File: config.mk
export PLATFORM = sky130hd
export DESIGN_NAME = sram_cycle_ctrl
export DESIGN_NICKNAME = d
export VERILOG_FILES = /design/src/rtl/sram_cycle_ctrl.sv
export SDC_FILE = /design/constraint.sdc
export NUM_CORES = 1
export LEC_CHECK = 0
export BUFFER_PORTS_ARGS = -buffer_cell sky130_fd_sc_hd__buf_2
export CAP_MARGIN = 10
export CORE_UTILIZATION = 55
export CTS_CLUSTER_SIZE = 25
export DETAILED_ROUTE_END_ITERATION = 7
export PLACE_DENSITY_LB_ADDON = 0.3
export SLEW_MARGIN = 20
export SYNTH_ARGS = -nofsm -noshare
export SYNTH_HDL_FRONTEND = slang
export SYNTH_SLANG_ARGS = --single-unit
export TNS_END_PERCENT = 50
File: constraint.sdc
create_clock -name clk -period 3.2 [get_ports clk]
set_input_delay 0.64 -clock clk [delete_from_list [all_inputs] [get_ports clk]]
set_output_delay 0.64 -clock clk [all_outputs]
set_load 0.1 [all_outputs]
File: src/rtl/sram_cycle_ctrl.sv
module sram_cycle_ctrl #(
  parameter int AW       = 15,
  parameter int DW       = 8,
  parameter int T_RD     = 5,
  parameter int T_WP     = 3,
  parameter int T_REC    = 1,
  parameter int T_NVCE   = 3,
  parameter int T_NVWAIT = 1000000
) (
  input  logic          clk,
  input  logic          rst_n,
  input  logic          req_valid,
  output logic          req_ready,
  input  logic [1:0]    req_op,
  input  logic [AW-1:0] req_addr,
  input  logic [DW-1:0] req_wdata,
  output logic          rd_valid,
  output logic [DW-1:0] rd_data,
  output logic          busy,
  output logic          sram_ce_n,
  output logic          sram_we_n,
  output logic          sram_oe_n,
  output logic [AW-1:0] sram_addr,
  output logic [DW-1:0] sram_dq_out,
  output logic          sram_dq_oe,
  input  logic [DW-1:0] sram_dq_in
);
  localparam int TM1  = (T_RD > T_WP) ? T_RD : T_WP;
  localparam int TM2  = (T_REC > T_NVCE) ? T_REC : T_NVCE;
  localparam int TM3  = (TM1 > TM2) ? TM1 : TM2;
  localparam int TMAX = (TM3 > T_NVWAIT) ? TM3 : T_NVWAIT;
  localparam int CW   = $clog2(TMAX + 1);

  typedef enum logic [3:0] {
    S_IDLE, S_ACC, S_RD, S_WLO, S_WHD, S_NLO, S_NHI, S_NAD, S_NWT, S_REC
  } st_t;

  st_t           st;
  logic [CW-1:0] cnt;
  logic [2:0]    idx;
  logic [1:0]    op_q;
  wire           tick = (cnt == '0);

  function automatic logic [AW-1:0] nv_addr(input logic [2:0] i, input logic rcl);
    case (i)
      3'd0:    nv_addr = AW'(15'h0E38);
      3'd1:    nv_addr = AW'(15'h31C7);
      3'd2:    nv_addr = AW'(15'h03E0);
      3'd3:    nv_addr = AW'(15'h3C1F);
      3'd4:    nv_addr = AW'(15'h303F);
      default: nv_addr = rcl ? AW'(15'h0C63) : AW'(15'h0FC0);
    endcase
  endfunction

  assign req_ready = (st == S_IDLE);

  always_ff @(posedge clk or negedge rst_n) begin
    if (!rst_n) begin
      st          <= S_IDLE;
      cnt         <= '0;
      idx         <= '0;
      op_q        <= '0;
      rd_valid    <= 1'b0;
      rd_data     <= '0;
      busy        <= 1'b0;
      sram_ce_n   <= 1'b1;
      sram_we_n   <= 1'b1;
      sram_oe_n   <= 1'b1;
      sram_addr   <= '0;
      sram_dq_out <= '0;
      sram_dq_oe  <= 1'b0;
    end else begin
      rd_valid <= 1'b0;
      case (st)
        S_IDLE: if (req_valid) begin
          op_q        <= req_op;
          sram_dq_out <= req_wdata;
          sram_addr   <= req_op[1] ? nv_addr(3'd0, req_op[0]) : req_addr;
          idx         <= '0;
          busy        <= req_op[1];
          st          <= S_ACC;
        end
        S_ACC: begin
          sram_ce_n <= 1'b0;
          if (op_q == 2'd0) begin
            sram_oe_n <= 1'b0;
            cnt       <= CW'(T_RD - 1);
            st        <= S_RD;
          end else if (op_q == 2'd1) begin
            sram_we_n  <= 1'b0;
            sram_dq_oe <= 1'b1;
            cnt        <= CW'(T_WP - 1);
            st         <= S_WLO;
          end else begin
            cnt <= CW'(T_NVCE - 1);
            st  <= S_NLO;
          end
        end
        S_RD: if (tick) begin
          rd_data   <= sram_dq_in;
          rd_valid  <= 1'b1;
          sram_ce_n <= 1'b1;
          sram_oe_n <= 1'b1;
          cnt       <= CW'(T_REC - 1);
          st        <= S_REC;
        end else cnt <= cnt - CW'(1);
        S_WLO: if (tick) begin
          sram_we_n <= 1'b1;
          st        <= S_WHD;
        end else cnt <= cnt - CW'(1);
        S_WHD: begin
          sram_ce_n  <= 1'b1;
          sram_dq_oe <= 1'b0;
          cnt        <= CW'(T_REC - 1);
          st         <= S_REC;
        end
        S_NLO: if (tick) begin
          sram_ce_n <= 1'b1;
          cnt       <= CW'(T_REC - 1);
          st        <= S_NHI;
        end else cnt <= cnt - CW'(1);
        S_NHI: if (tick) begin
          if (idx == 3'd5) begin
            cnt <= CW'(T_NVWAIT - 1);
            st  <= S_NWT;
          end else st <= S_NAD;
        end else cnt <= cnt - CW'(1);
        S_NAD: begin
          idx       <= idx + 3'd1;
          sram_addr <= nv_addr(idx + 3'd1, op_q[0]);
          st        <= S_ACC;
        end
        S_NWT: if (tick) begin
          busy <= 1'b0;
          st   <= S_IDLE;
        end else cnt <= cnt - CW'(1);
        S_REC: if (tick) st <= S_IDLE;
          else cnt <= cnt - CW'(1);
        default: st <= S_IDLE;
      endcase
    end
  end
endmodule

==> Word level (Yosys, flattened, before mapping) <==
Cells that the tools add are included.
{ "classes": {"add_sub_neg": 2, "eq_ne": 28, "n_mux": 38, "n_reduce_logical": 24} }
{ "ops": {"columns": ["cell", "count"], "rows": [
  ["$pmux W20 S5", 1],
  ["$mux W20", 4],
  ["$pmux W14 S5", 1],
  ["$pmux W4 S9", 1],
  ["$mux W15", 2],
  ["$pmux W15 S2", 1],
  ["$mux W4", 7],
  ["$logic_not A20 Y1", 1],
  ["$ne A2 B2 Y1 const B", 10],
  ["$sub A20 B1 Y20 const B", 1],
  ["$eq A4 B3 Y1 const B", 4],
  ["$mux W3", 4],
  ["$reduce_and A3 Y1", 4],
  ["$mux W1", 10],
  ["$mux W10", 1],
  ["$reduce_bool A2 Y1", 5],
  ["$eq A4 B2 Y1 const B", 2],
  ["$eq A4 B4 Y1 const B", 2],
  ["$pmux W1 S2", 4],
  ["$reduce_and A2 Y1", 4],
  ["$eq A3 B2 Y1 const B", 2],
  ["$eq A3 B3 Y1 const B", 2],
  ["$pmux W3 S2", 1],
  ["$reduce_and A6 Y1", 1],
  ["15 further kinds", 17]
]} }
{ "totals": {"reg_bits": 66, "in_bits": 36, "output_inout_bits": 38} }

==> Logic depth before layout (Yosys ltp) <==
Gate-level depths: netlist of the first run.
{ "depth": {"word_depth": 4, "ltp_mapped": 10, "ltp_nobuf": 8} }

==> Least setup slack after synthesis of the first run <==
Ideal clock, no wire load.
{ "synth_path": {"path_type": "flip-flop to flip-flop", "start": "reg st[1]", "end": "reg cnt[12]", "arrival_time_ns": 3.448, "setup_slack_ns": -0.387, "stages_incl_launch_ff": 9, "period_less_slack_ns": 3.587, "cell_sequence": "dfrtp_1 clkbuf_8 nor4_2 nor3_1 o31ai_2 buf_2 nor2_1 xnor2_1 nor2_1"} }
{ "synth_via": {"elab_chain_cells": 4} }
{ "synth_lines": {"columns": ["element", "line", "rtl"], "rows": [
  ["start: declaration", "38", "st_t st;"],
  ["start signal: assignment", "59", "st <= S_IDLE;"],
  ["start signal: assignment", "81", "st <= S_ACC;"],
  ["start signal: assignment", "88", "st <= S_RD;"],
  ["$eq A4 B4 Y1 (tied with other cells)", "74", "case (st)"],
  ["$reduce_or A3 Y1 (no line) or $reduce_or A2 Y1 (tied branches)", null, null],
  ["$reduce_bool A5 Y1 (no line) or $ne A2 B2 Y1 (tied branches)", null, null],
  ["$reduce_and A3 Y1 (no line)", null, null],
  ["end signal: assignment", "87", "cnt <= CW'(T_RD - 1);"],
  ["end signal: assignment", "92", "cnt <= CW'(T_WP - 1);"],
  ["end signal: assignment", "95", "cnt <= CW'(T_NVCE - 1);"],
  ["end: declaration", "39", "logic [CW-1:0] cnt;"]
]} }
Parallel ways exist; a longest one is shown, timed or not.
A chain may end at the register's enable or synchronous reset.

==> Worst setup path in the final report of the first run <==
{ "layout_path": {"start": "reg idx[1]", "end": "reg cnt[15]"} }
{ "layout_via": {"elab_chain_cells": 3} }
{ "layout_lines": {"columns": ["element", "line", "rtl"], "rows": [
  ["start: declaration", "40", "logic [2:0] idx;"],
  ["start signal: assignment", "129", "idx <= idx + 3'd1;"],
  ["$eq A3 B3 Y1", "123", "if (idx == 3'd5) begin"],
  ["$ne A3 B3 Y1 (no line)", null, null],
  ["$reduce_and A3 Y1 (no line)", null, null],
  ["end signal: assignment", "121", "end else cnt <= cnt - CW'(1);"],
  ["end signal: assignment", "124", "cnt <= CW'(T_NVWAIT - 1);"],
  ["end signal: assignment", "127", "end else cnt <= cnt - CW'(1);"]
]} }
Every way passes these cells.

==> run metrics, run 1 <==
RePlAce Congestion roughly 0.89; Die Wd 86.3 um; worst reg2reg startpoint idx[1]$_DFFE_PN0P_; crit path kind reg -> reg; area delta synth->final 15.4%; Reg2Reg Setup Slack 500 ps; Post-Route WL 9480 um; Yosys Warn Count 0; largest net degree at the start of global routing 26; Iteration-0 DRC Markers between 200 and 250; postcts setup bufs 0; CTS buffer count 9; Max FO, Critical Path 16; number of setup violations in the final report 0; GRT busiest layer met2; CTS tree built; DP HPWL 6870 um; fin crit period roughly 2700 ps; Die Ht between 80 and 90 um; Syn Area/Cell 9.05 um^2; CP peak stage delay 510 ps; worst flop-to-flop path endpoint cnt[15]$_DFFE_PN0P_; critical path, cell by cell inv_1 > ha_1 > a21boi_0 > a211oi_1 > o31ai_2 > buf_4 > or4b_1 > xor2_1 > nor2_1; share of cells above drive strength 1 0.253; Worst-Margin Slew 580 ps; DRT antenna net count 0; Synth Cell Area a little under 4000 um^2; Req. time, crit path 3400 ps; dominant cell type by area after synthesis dfrtp_1; grt met3 use 0.0552; Synth cell types 65; Worst slew margin 0.613; top cells by area, synth dfrtp_1 (40%), nand2_1 (6.1%), nor2_1 (4.4%), a21oi_1 (3.8%), o21ai_0 (3.7%); I/O Buffers 73; Stages on worst setup path 9; DRC viols 0; die area 7450 um^2; clk sinks 66; Worst-path clk slew 80 ps; Final Hold Viols 0; total negative slack 0 ps; status complete, no violations; # IOs 74; Filler cells 599; Initial Util 0.572; clock skew 14.2 ps; drt wl/cell 15.6 um; worst hold path class in -> async; vias in the first global route approximately 3,400; FFs w/ async S/R, synth 1.00; Vias 3,545; final net count about 550; Global Route Usage Sum 0.274; met2 usage in global routing 0.412; type of origin of the critical path flip-flop; Pre-Repair DR Iteration Count 5; CTS HTree Levels 3; ANT cells 0; row cnt 30; post-cts hold buffer count 0; total core area 6830 um^2; Vias/cell 5.85; initial antenna violation count 0; sequential area share after synthesis 0.424; maxcap violations 0; prevailing post-synth register cell dfrtp_1; Slew Viols, Final 0; global-route wire length before repair 16,000 um; period utilisation layout 0.845; net count after synthesis 475; crit end category flip-flop; total gr overflow 0; Post-synth EDFFs 0; clk buf depth 2; Final Instance Area 4510 um^2; Worst R2R Path Depth 9; Synth top area share 0.403; crit-path leading delay family compound AO/OA/AOI/OAI gates; GR Util met1 0.399; CP bufs+invs 2; Root Driver clkbuf_8; Synth Instances 432; Area after DPL roughly 4300 um^2; CP startpoint idx[1]$_DFFE_PN0P_; post-synthesis sequential element count between 60 and 70; CP max-delay cell a211oi_1; Max Freq 370 MHz; Post-CTS Resized 0; Worst EP arrival between 2000 and 3000 ps; Min Hold Slack 258 ps; Clk Latency, worst-skew pair 350 ps; RSZ-0062 raised after global routing no; CP endpoint cnt[15]$_DFFE_PN0P_
## cells by family after synthesis
| logic type | share of synthesized area |
|---|---|
| flip-flops | 0.424 |
| AND/OR/NAND/NOR | 0.266 |
| adder cells (fa/ha/maj) | 0.0224 |
| AO/OA/AOI/OAI | 0.183 |
| buffers and inverters | 0.0509 |
| multiplexers | 0.0333 |
| XOR/XNOR | 0.0202 |
## synthesized netlist by cell type, types with 4 or more instances
master and number:
dfrtp_1 63, nand2_1 63, nor2_1 46, a21oi_1 30, o21ai_0 29, clkbuf_1 14, nand3_1 14, nor3_1 13
inv_1 10, a31oi_1 9, nand2b_1 9, mux2_4 8, o31ai_1 8, ha_1 7, clkbuf_8 6, nor3b_1 6
or3_1 6, xnor2_1 6, nor4_1 5, o22ai_1 5, nand3b_1 4, nor2b_1 4
## worst min path at each step
stage | start | depth (start not counted) | endpoint | slack, ps
finish | rst_n | 1 | busy$_DFFE_PN0P_ | 260
global route | rst_n | 1 | busy$_DFFE_PN0P_ | 300
CTS | rst_n | 1 | sram_addr[3]$_DFFE_PN0P_ | 270
detailed placement | sram_dq_out[1]$_DFFE_PN0P_ | 2 | sram_dq_out[1]$_DFFE_PN0P_ | 460
global placement | sram_dq_out[4]$_DFFE_PN0P_ | 2 | sram_dq_out[4]$_DFFE_PN0P_ | 450
floorplan | rst_n | 0 | busy$_DFFE_PN0P_ | 340
## flip-flops by register name, indices dropped and copies added, names as in the netlist
name / flops
idx: 3
cnt: 20
sram_dq_out: 8
st: 4
op_q: 2
busy: 1
rd_valid: 1
sram_dq_oe: 1
sram_we_n: 1
rd_data: 8
sram_addr: 15
sram_ce_n: 1
sram_oe_n: 1
## cells in the final DEF, fill, tap and decap left out, drive strengths merged, types with 3 or more instances in the layout
cell    instances
nand3b          5
or3             6
nor2           47
o22ai           5
or2             5
xor2            3
ha              7
dfstp           3
a21oi          30
a211oi          3
nand2b          9
nor4            9
nor2b           4
buf            86
nand4           3
xnor2           6
inv            10
mux2            8
nor3b           6
a31oi           9
a21o            3
o22a            3
dfrtp          63
o31ai           9
nor3           15
clkbuf         11
o21ai          29
o21a            3
nand2          63
clkinv          3
nand3          14
## final cells by class
class | instances | area (um^2) | area share
multi-input cells | 332 | 2060 | 0.457
flip-flops and latches | 66 | 1660 | 0.367
well taps | 96 | 120 | 0.0266
clock inverters | 5 | 30.0 | 0.00666
clock buffers | 11 | 141 | 0.0314
repair buffers | 86 | 463 | 0.103
inverters | 10 | 37.5 | 0.00832
## per-layer routing
layer / share of wire / wire, um
met1: 0.47 / 4450
met2: 0.45 / 4280
met3: 0.066 / 629
met4: 0.012 / 116
met5: 0 / 0
## through the flow
stage | worst slack (ps) | cells | util
after detailed placement | 550 | 590 | 0.635
after global routing | 337 | 606 | 0.660
after floorplan | 421 | 432 | -
final | 495 | 606 | 0.660
after global placement | 698 | 590 | 0.635
after CTS | 509 | 606 | 0.660
Power of run 1 is not shown: default switching activity piles up to over one toggle a cycle in this logic, so the estimate is an artifact.
==> run 2, diff against run 1 <==
- ABC_AREA: default -> 1
- CORE_UTILIZATION: 55 -> 50
- clock period: 3.2 -> 2.35 ns (I/O delays scaled with it)
==> run 2 against run 1 <==
Flip-flop and latch count unchanged. Clock skew down 2.6 ps. Utilization down 4.5 points. Highest routed layer unchanged. Hold slack worse by 120 ps. Global-route usage down 2.5 points. First-iteration DRC count down 44%. Non-clock buffer count down 9. Sequential share of layout area about the same. Final area about the same.
==> run metrics, run 2 <==
Max Freq 471 MHz; Clk Latency, worst-skew pair 350 ps (about the same); prevailing post-synth register cell dfrtp_1; Synth Instances 512 (+19%); Post-synth EDFFs 0 (unchanged); Syn Area/Cell 7.45 um^2 (-18%); CP startpoint st[0]$_DFFE_PN0P_; clk sinks 66 (unchanged); final net count 633 (+16%); Synth cell types 37 (-43%); ANT cells 0 (unchanged); leading cell type in the layout, fill and taps excluded nand2_1; status complete, no violations; largest net degree at the start of global routing 40 (+54%); crit path kind reg -> out; DRT antenna net count 0 (unchanged); largest family of logic cells by synthesized area simple AND/OR/NAND/NOR gates; CTS buffer count 9 (unchanged); row cnt 31 (+3.3%); RSZ-0062 raised after global routing no; drt wl/cell 12.8 um (-18%); Max FO, Critical Path 5 (-11); crit end category output port; Worst-Margin Slew 649 ps (+69.4 ps); total gr overflow 0 (unchanged); Vias 3,483 (-1.7%); Iteration-0 DRC Markers 137 (-44%); Req. time, crit path 1880 ps (-1520 ps); DRC viols 0 (unchanged); Die Wd 89.4 um (+3.5%); mux contribution to synthesized area 0 (-0.0333); worst hold path class in -> async; dpl cells 678 (+15%); Global Route Usage Sum 0.249 (-0.0248); Worst slew margin 0.567 (-0.0462); most frequent cells in the layout nand2_1 (171), buf_2 (73), dfrtp_1 (63); Largest register FFs 20 (unchanged); postcts setup bufs 0 (unchanged); post-cts hold buffer count 0 (unchanged); Slew Viols, Final 0 (unchanged); share of cells above drive strength 1 0.232 (-0.0210); Synth Area in Compound Gates 0.0810 (-0.102); area delta synth->final 18.3%; clock skew 11.6 ps (-2.58 ps); CTS tree built; fin crit period 2120 ps; final cell count without fillers 694 (+15%); Worst EP arrival 1650 ps (-1250 ps); # IOs 74 (unchanged); CTS HTree Levels 3 (unchanged); Die Ht 89.4 um (+3.5%); Post-Route WL 8850 um (-6.6%); Pre-Repair DR Iteration Count 4 (-1); Synth Area in Adders 0.0230 (+0.000544); Reg2Reg Setup Slack 350 ps (-150 ps); post-synthesis sequential element count 66 (unchanged); total negative slack 0 ps (unchanged); Synth Cell Area 3810 um^2 (-2.4%); FFs w/ async S/R, synth 1.00 (unchanged); Largest Register cnt; total core area 7330 um^2 (+7.3%); period utilisation layout 0.903; Vias/cell 5.02 (-14%); Worst R2R Path Depth 8 (-1); I/O Buffers 73 (unchanged); die area 7980 um^2 (+7.2%); top cells by area, synth dfrtp_1 (41%), nand2_1 (17%), nor2_1 (5.7%), inv_1 (4.9%), nand3_1 (4.7%); global-route wire length before repair 15,100 um (-5.7%); sequential area share after synthesis 0.434 (+0.0103); number of setup violations in the final report 0 (unchanged); largest registers cnt (20), sram_addr (15); initial antenna violation count 0 (unchanged); Synth top area share 0.413 (+0.00979); Final Hold Viols 0 (unchanged); Commonest cells post-synth nand2_1 (171), dfrtp_1 (63), nor2_1 (58); clk buf depth 2 (unchanged); Worst-path clk slew 80 ps (about the same); DP HPWL 6650 um (-3.3%); Root Driver clkbuf_8; type of origin of the critical path flip-flop; Post-CTS Resized 0 (unchanged); Synth Area in Simple Gates 0.373 (+0.107); worst flop-to-flop path endpoint sram_addr[13]$_DFFE_PN0P_; top-count cell post-synth nand2_1; Yosys Warn Count 0 (unchanged); maxcap violations 0 (unchanged); vias in the first global route 3,309 (-1.3%); Initial Util 0.520 (-0.0516); net count after synthesis 555 (+17%); dominant cell type by area after synthesis dfrtp_1; worst reg2reg startpoint st[0]$_DFFE_PN0P_; Min Hold Slack 141 ps (-117 ps); Synth Area in XOR/XNOR 0.0138 (-0.00640); RePlAce Congestion 0.893 (+0.19%)
-- run 2: changes by cell type in the layout (fill, tap and decap cells not counted), moves of 10 or more --
cell / previous run / this run
nand2_1: 63 / 171
nor2_1: 46 / 58
nor3_1: 13 / 2
nor2_2: 0 / 11
buf_4: 13 / 3
nand3_1: 14 / 36
inv_1: 10 / 50
a21oi_1: 30 / 18
-- run 2: layer usage --
layer	share of wire	GRT usage
met3	0.046	0.0572
met2	0.48	0.402
met1	0.46	0.321
met4	0.0078	0.107
met5	0	0
-- run 2: per-stage QoR --
step,worst slack (ps),instance area [um^2],util
finish,228,4510,0.615
global route,119,4510,0.615
CTS,216,4510,0.615
detailed placement,359,4270,0.583
global placement,401,4270,0.583
floorplan,479,3810,-
-- run 2: kinds of logic (layout without fill, tap and decap cells) --
| group | Yosys count | in the layout |
|---|---|---|
| xor+xnor | 6 | 6 |
| compound gates | 55 | 55 |
| buf+inv | 66 | 149 |
| flops | 66 | 66 |
| fa+ha+maj | 7 | 7 |
| simple gates | 312 | 312 |
-- run 2: layout make-up --
class | instances | area [um^2]
inverter | 56 | 210
timing repair buffer | 77 | 408
clock buffer | 9 | 124
sequential | 66 | 1660
tap | 99 | 124
fill | 693 | 2820
multi-input combinational | 380 | 1870
clock inverter | 7 | 118
-- run 2: how the worst max path moves through the flow --
stage / depth (start not counted) / slack, ps / to
floorplan: 8 / 480 / sram_addr[10]$_DFFE_PN0P_
global placement: 7 / 400 / sram_addr[14]$_DFFE_PN0P_
detailed placement: 8 / 360 / sram_addr[7]$_DFFE_PN0P_
CTS: 4 / 220 / req_ready
global route: 4 / 120 / req_ready
finish: 4 / 230 / req_ready
-- run 2: critical path, cell delays in order, from the launching register on --
cell and delay, ps:
dfrtp_1 440, nor2_1 220, nand2_1 150, inv_2 80, buf_2 420
Power of run 2 is left out for the same reason.
==> run 3, diff against run 2 <==
--- a/config.mk
+++ b/config.mk
@@ -14,2 +14,3 @@
 export PLACE_DENSITY_LB_ADDON = 0.3
+export RECOVER_POWER = 100
 export SLEW_MARGIN = 20
==> constraint.sdc (replaced) <==
create_clock -name clk -period 2.35 [get_ports clk]
set_input_delay 0.235 -clock clk [delete_from_list [all_inputs] [get_ports clk]]
set_output_delay 0.235 -clock clk [all_outputs]
set_load 0.1 [all_outputs]
==> run 3 against run 2 <==
Largest cell class unchanged. First-iteration DRC count is 20% higher. Clock-buffer cell count is 1 higher. Utilization is 1.2 points lower. Global-route usage is 0.14 points higher. Final cell count is 0.14% higher. Maximum frequency is 4.8% higher. Highest routed layer unchanged. Die area stayed put. Final area is 1.9% lower. Worst setup slack better by 97 ps.
==> run metrics, run 3 (synthesis gave the netlist of run 2 again) <==
drt wl/cell 12.8 um (+0.25%); # IOs 74 (unchanged); leading cell type in the layout, fill and taps excluded nand2_1; Iteration-0 DRC Markers 165 (+20%); worst hold path class in -> reg; crit end category flip-flop; total gr overflow 0 (unchanged); Met1 Wirelength 4190 um (+2.3%); area delta synth->final 16.0%; Worst-Margin Slew 1470 ps (+825 ps); Met3 Wirelength 406 um (+0.25%); Slew Viols, Final 0 (unchanged); Final Hold Viols 0 (unchanged); RSZ-0062 raised after global routing no; Max FO, Critical Path 12 (+7); row cnt 31 (unchanged); largest net degree at the start of global routing 67 (+68%); Filler cells 719 (+3.8%); vias in the first global route 3,342 (+1.0%); fin crit period 2030 ps (-96.7 ps); clk sinks 66 (unchanged); Max Freq 494 MHz (+4.8%); CTS buffer count 9 (unchanged); Worst EP arrival 2270 ps (+620 ps); status complete, no violations; maxcap violations 0 (unchanged); total negative slack 0 ps (unchanged); cell mode on critical path nand2_1; CP max-delay cell dfrtp_1; global-route wire length before repair 15,200 um (+0.87%); DRC viols 0 (unchanged); type of origin of the critical path flip-flop; Req. time, crit path 2600 ps (+720 ps); total core area 7330 um^2 (unchanged); Vias 3,511 (+0.80%); period utilisation layout 0.862 (-0.0411); ANT cells 0 (unchanged); I/O Buffers 73 (unchanged); clock skew 13.8 ps (+2.21 ps); number of setup violations in the final report 0 (unchanged); crit path kind reg -> reg; DP HPWL 6600 um (-0.75%); most frequent cells in the layout nand2_1 (175), dfrtp_1 (63), nor2_1 (60); largest registers cnt (20), sram_addr (15); met2 WL 4140 um (-3.3%); Die Wd 89.4 um (unchanged); Largest Register cnt; Global Route Usage Sum 0.250 (+0.00143); clk buf depth 2 (unchanged); Initial Util 0.520 (unchanged); RePlAce Congestion 0.946 (+5.9%); crit-path leading delay family simple AND/OR/NAND/NOR gates; Die Ht 89.4 um (unchanged); Clk Latency, worst-skew pair 350 ps (about the same); CTS HTree Levels 3 (unchanged); CTS tree built; Worst-path clk slew 80 ps (about the same); Vias/cell 5.05 (+0.66%); initial antenna violation count 0 (unchanged); Worst slew margin 0.0171 (-0.550); Reg2Reg Setup Slack 320 ps (-30 ps); Largest register FFs 20 (unchanged); CP bufs+invs 1 (-1); share of cells above drive strength 1 0.156 (-0.0759); Top Metal Used met4; Pre-Repair DR Iteration Count 4 (unchanged); final net count 634 (+0.16%); DRT antenna net count 0 (unchanged); CP peak stage delay 430 ps (about the same); Root Driver clkbuf_8; Post-Route WL 8880 um (+0.40%); die area 7980 um^2 (unchanged); critical path, cell by cell nor2_1 > nand2_1 > nand2_2 > nor2_2 > nand3_4 > inv_2 > nor2_4 > nand2_1 > nand2_1 > nor2_2
run 3: cell types whose count changed in the layout (fill, tap and decap cells not counted), sizes merged:
| cell | before | now |
|---|---|---|
| clkinvlp | 0 | 1 |
| dlygate4sd3 | 0 | 1 |
| bufinv | 3 | 2 |
| clkbuf | 9 | 49 |
| clkinv | 4 | 3 |
| buf | 77 | 38 |
run 3: metrics by stage:
| stage | util | hold slack [ps] | setup WS, ps | instance area [um^2] | instances |
|---|---|---|---|---|---|
| after CTS | 0.615 | 64.8 | 404 | 4510 | 695 |
| after detailed placement | 0.583 | 285 | 400 | 4270 | 678 |
| after global routing | 0.604 | 76.6 | 127 | 4420 | 695 |
| after floorplan | - | -60.6 | 479 | 3810 | 512 |
| after global placement | 0.583 | 280 | 454 | 4270 | 678 |
| final | 0.604 | 75.4 | 325 | 4420 | 695 |
run 3: final timing paths:
check	start	endpoint	cells past startpoint
setup / recovery	st[3]$_DFFE_PN0P_	cnt[11]$_DFFE_PN0P_	10
hold / removal	req_wdata[1]	sram_dq_out[1]$_DFFE_PN0P_	3
setup reg to reg	st[3]$_DFFE_PN0P_	cnt[11]$_DFFE_PN0P_	10
hold reg to reg	rd_data[2]$_DFFE_PN0P_	rd_data[2]$_DFFE_PN0P_	2
max in group asynchronous	rst_n	rd_data[4]$_DFFE_PN0P_	3
min in group asynchronous	rst_n	cnt[16]$_DFFE_PN0P_	3
run 3: routing by layer:
layer  global-route usage  up-vias
met5                    0        -
met2                0.416       86
met1                0.322     1636
met3               0.0480       16
li1                     -     1773
met4                0.101        0
run 3: what timing repair did:
| item | 4_1_cts | 5_1_grt |
|---|---|---|
| setup endpoints to repair | 0 | 0 |
| endpoints found under the hold margin | 63 | 0 |
| gates resized for setup | 0 | 0 |
| hold buffers | 1 | 0 |
| setup buffers | 0 | 0 |
run 3: worst reg2reg max path, cell delays in order (launching register included):
cell and delay, ps:
dfrtp_1 430, nor2_1 260, nand2_1 170, nand2_2 170, nor2_2 80, nand3_4 200, inv_2 70, nor2_4 250
nand2_1 160, nand2_1 110, nor2_2 40
run 3: area by class of cell:
type	count	area (um^2)	area share
sequential	66	1660	0.374
clock inverter	6	90.1	0.0204
multi-input combinational	380	1850	0.419
timing repair buffer	78	353	0.0798
tap	99	124	0.0280
inverter	56	210	0.0475
clock buffer	10	138	0.0311
Power of run 3 is left out for the same reason.
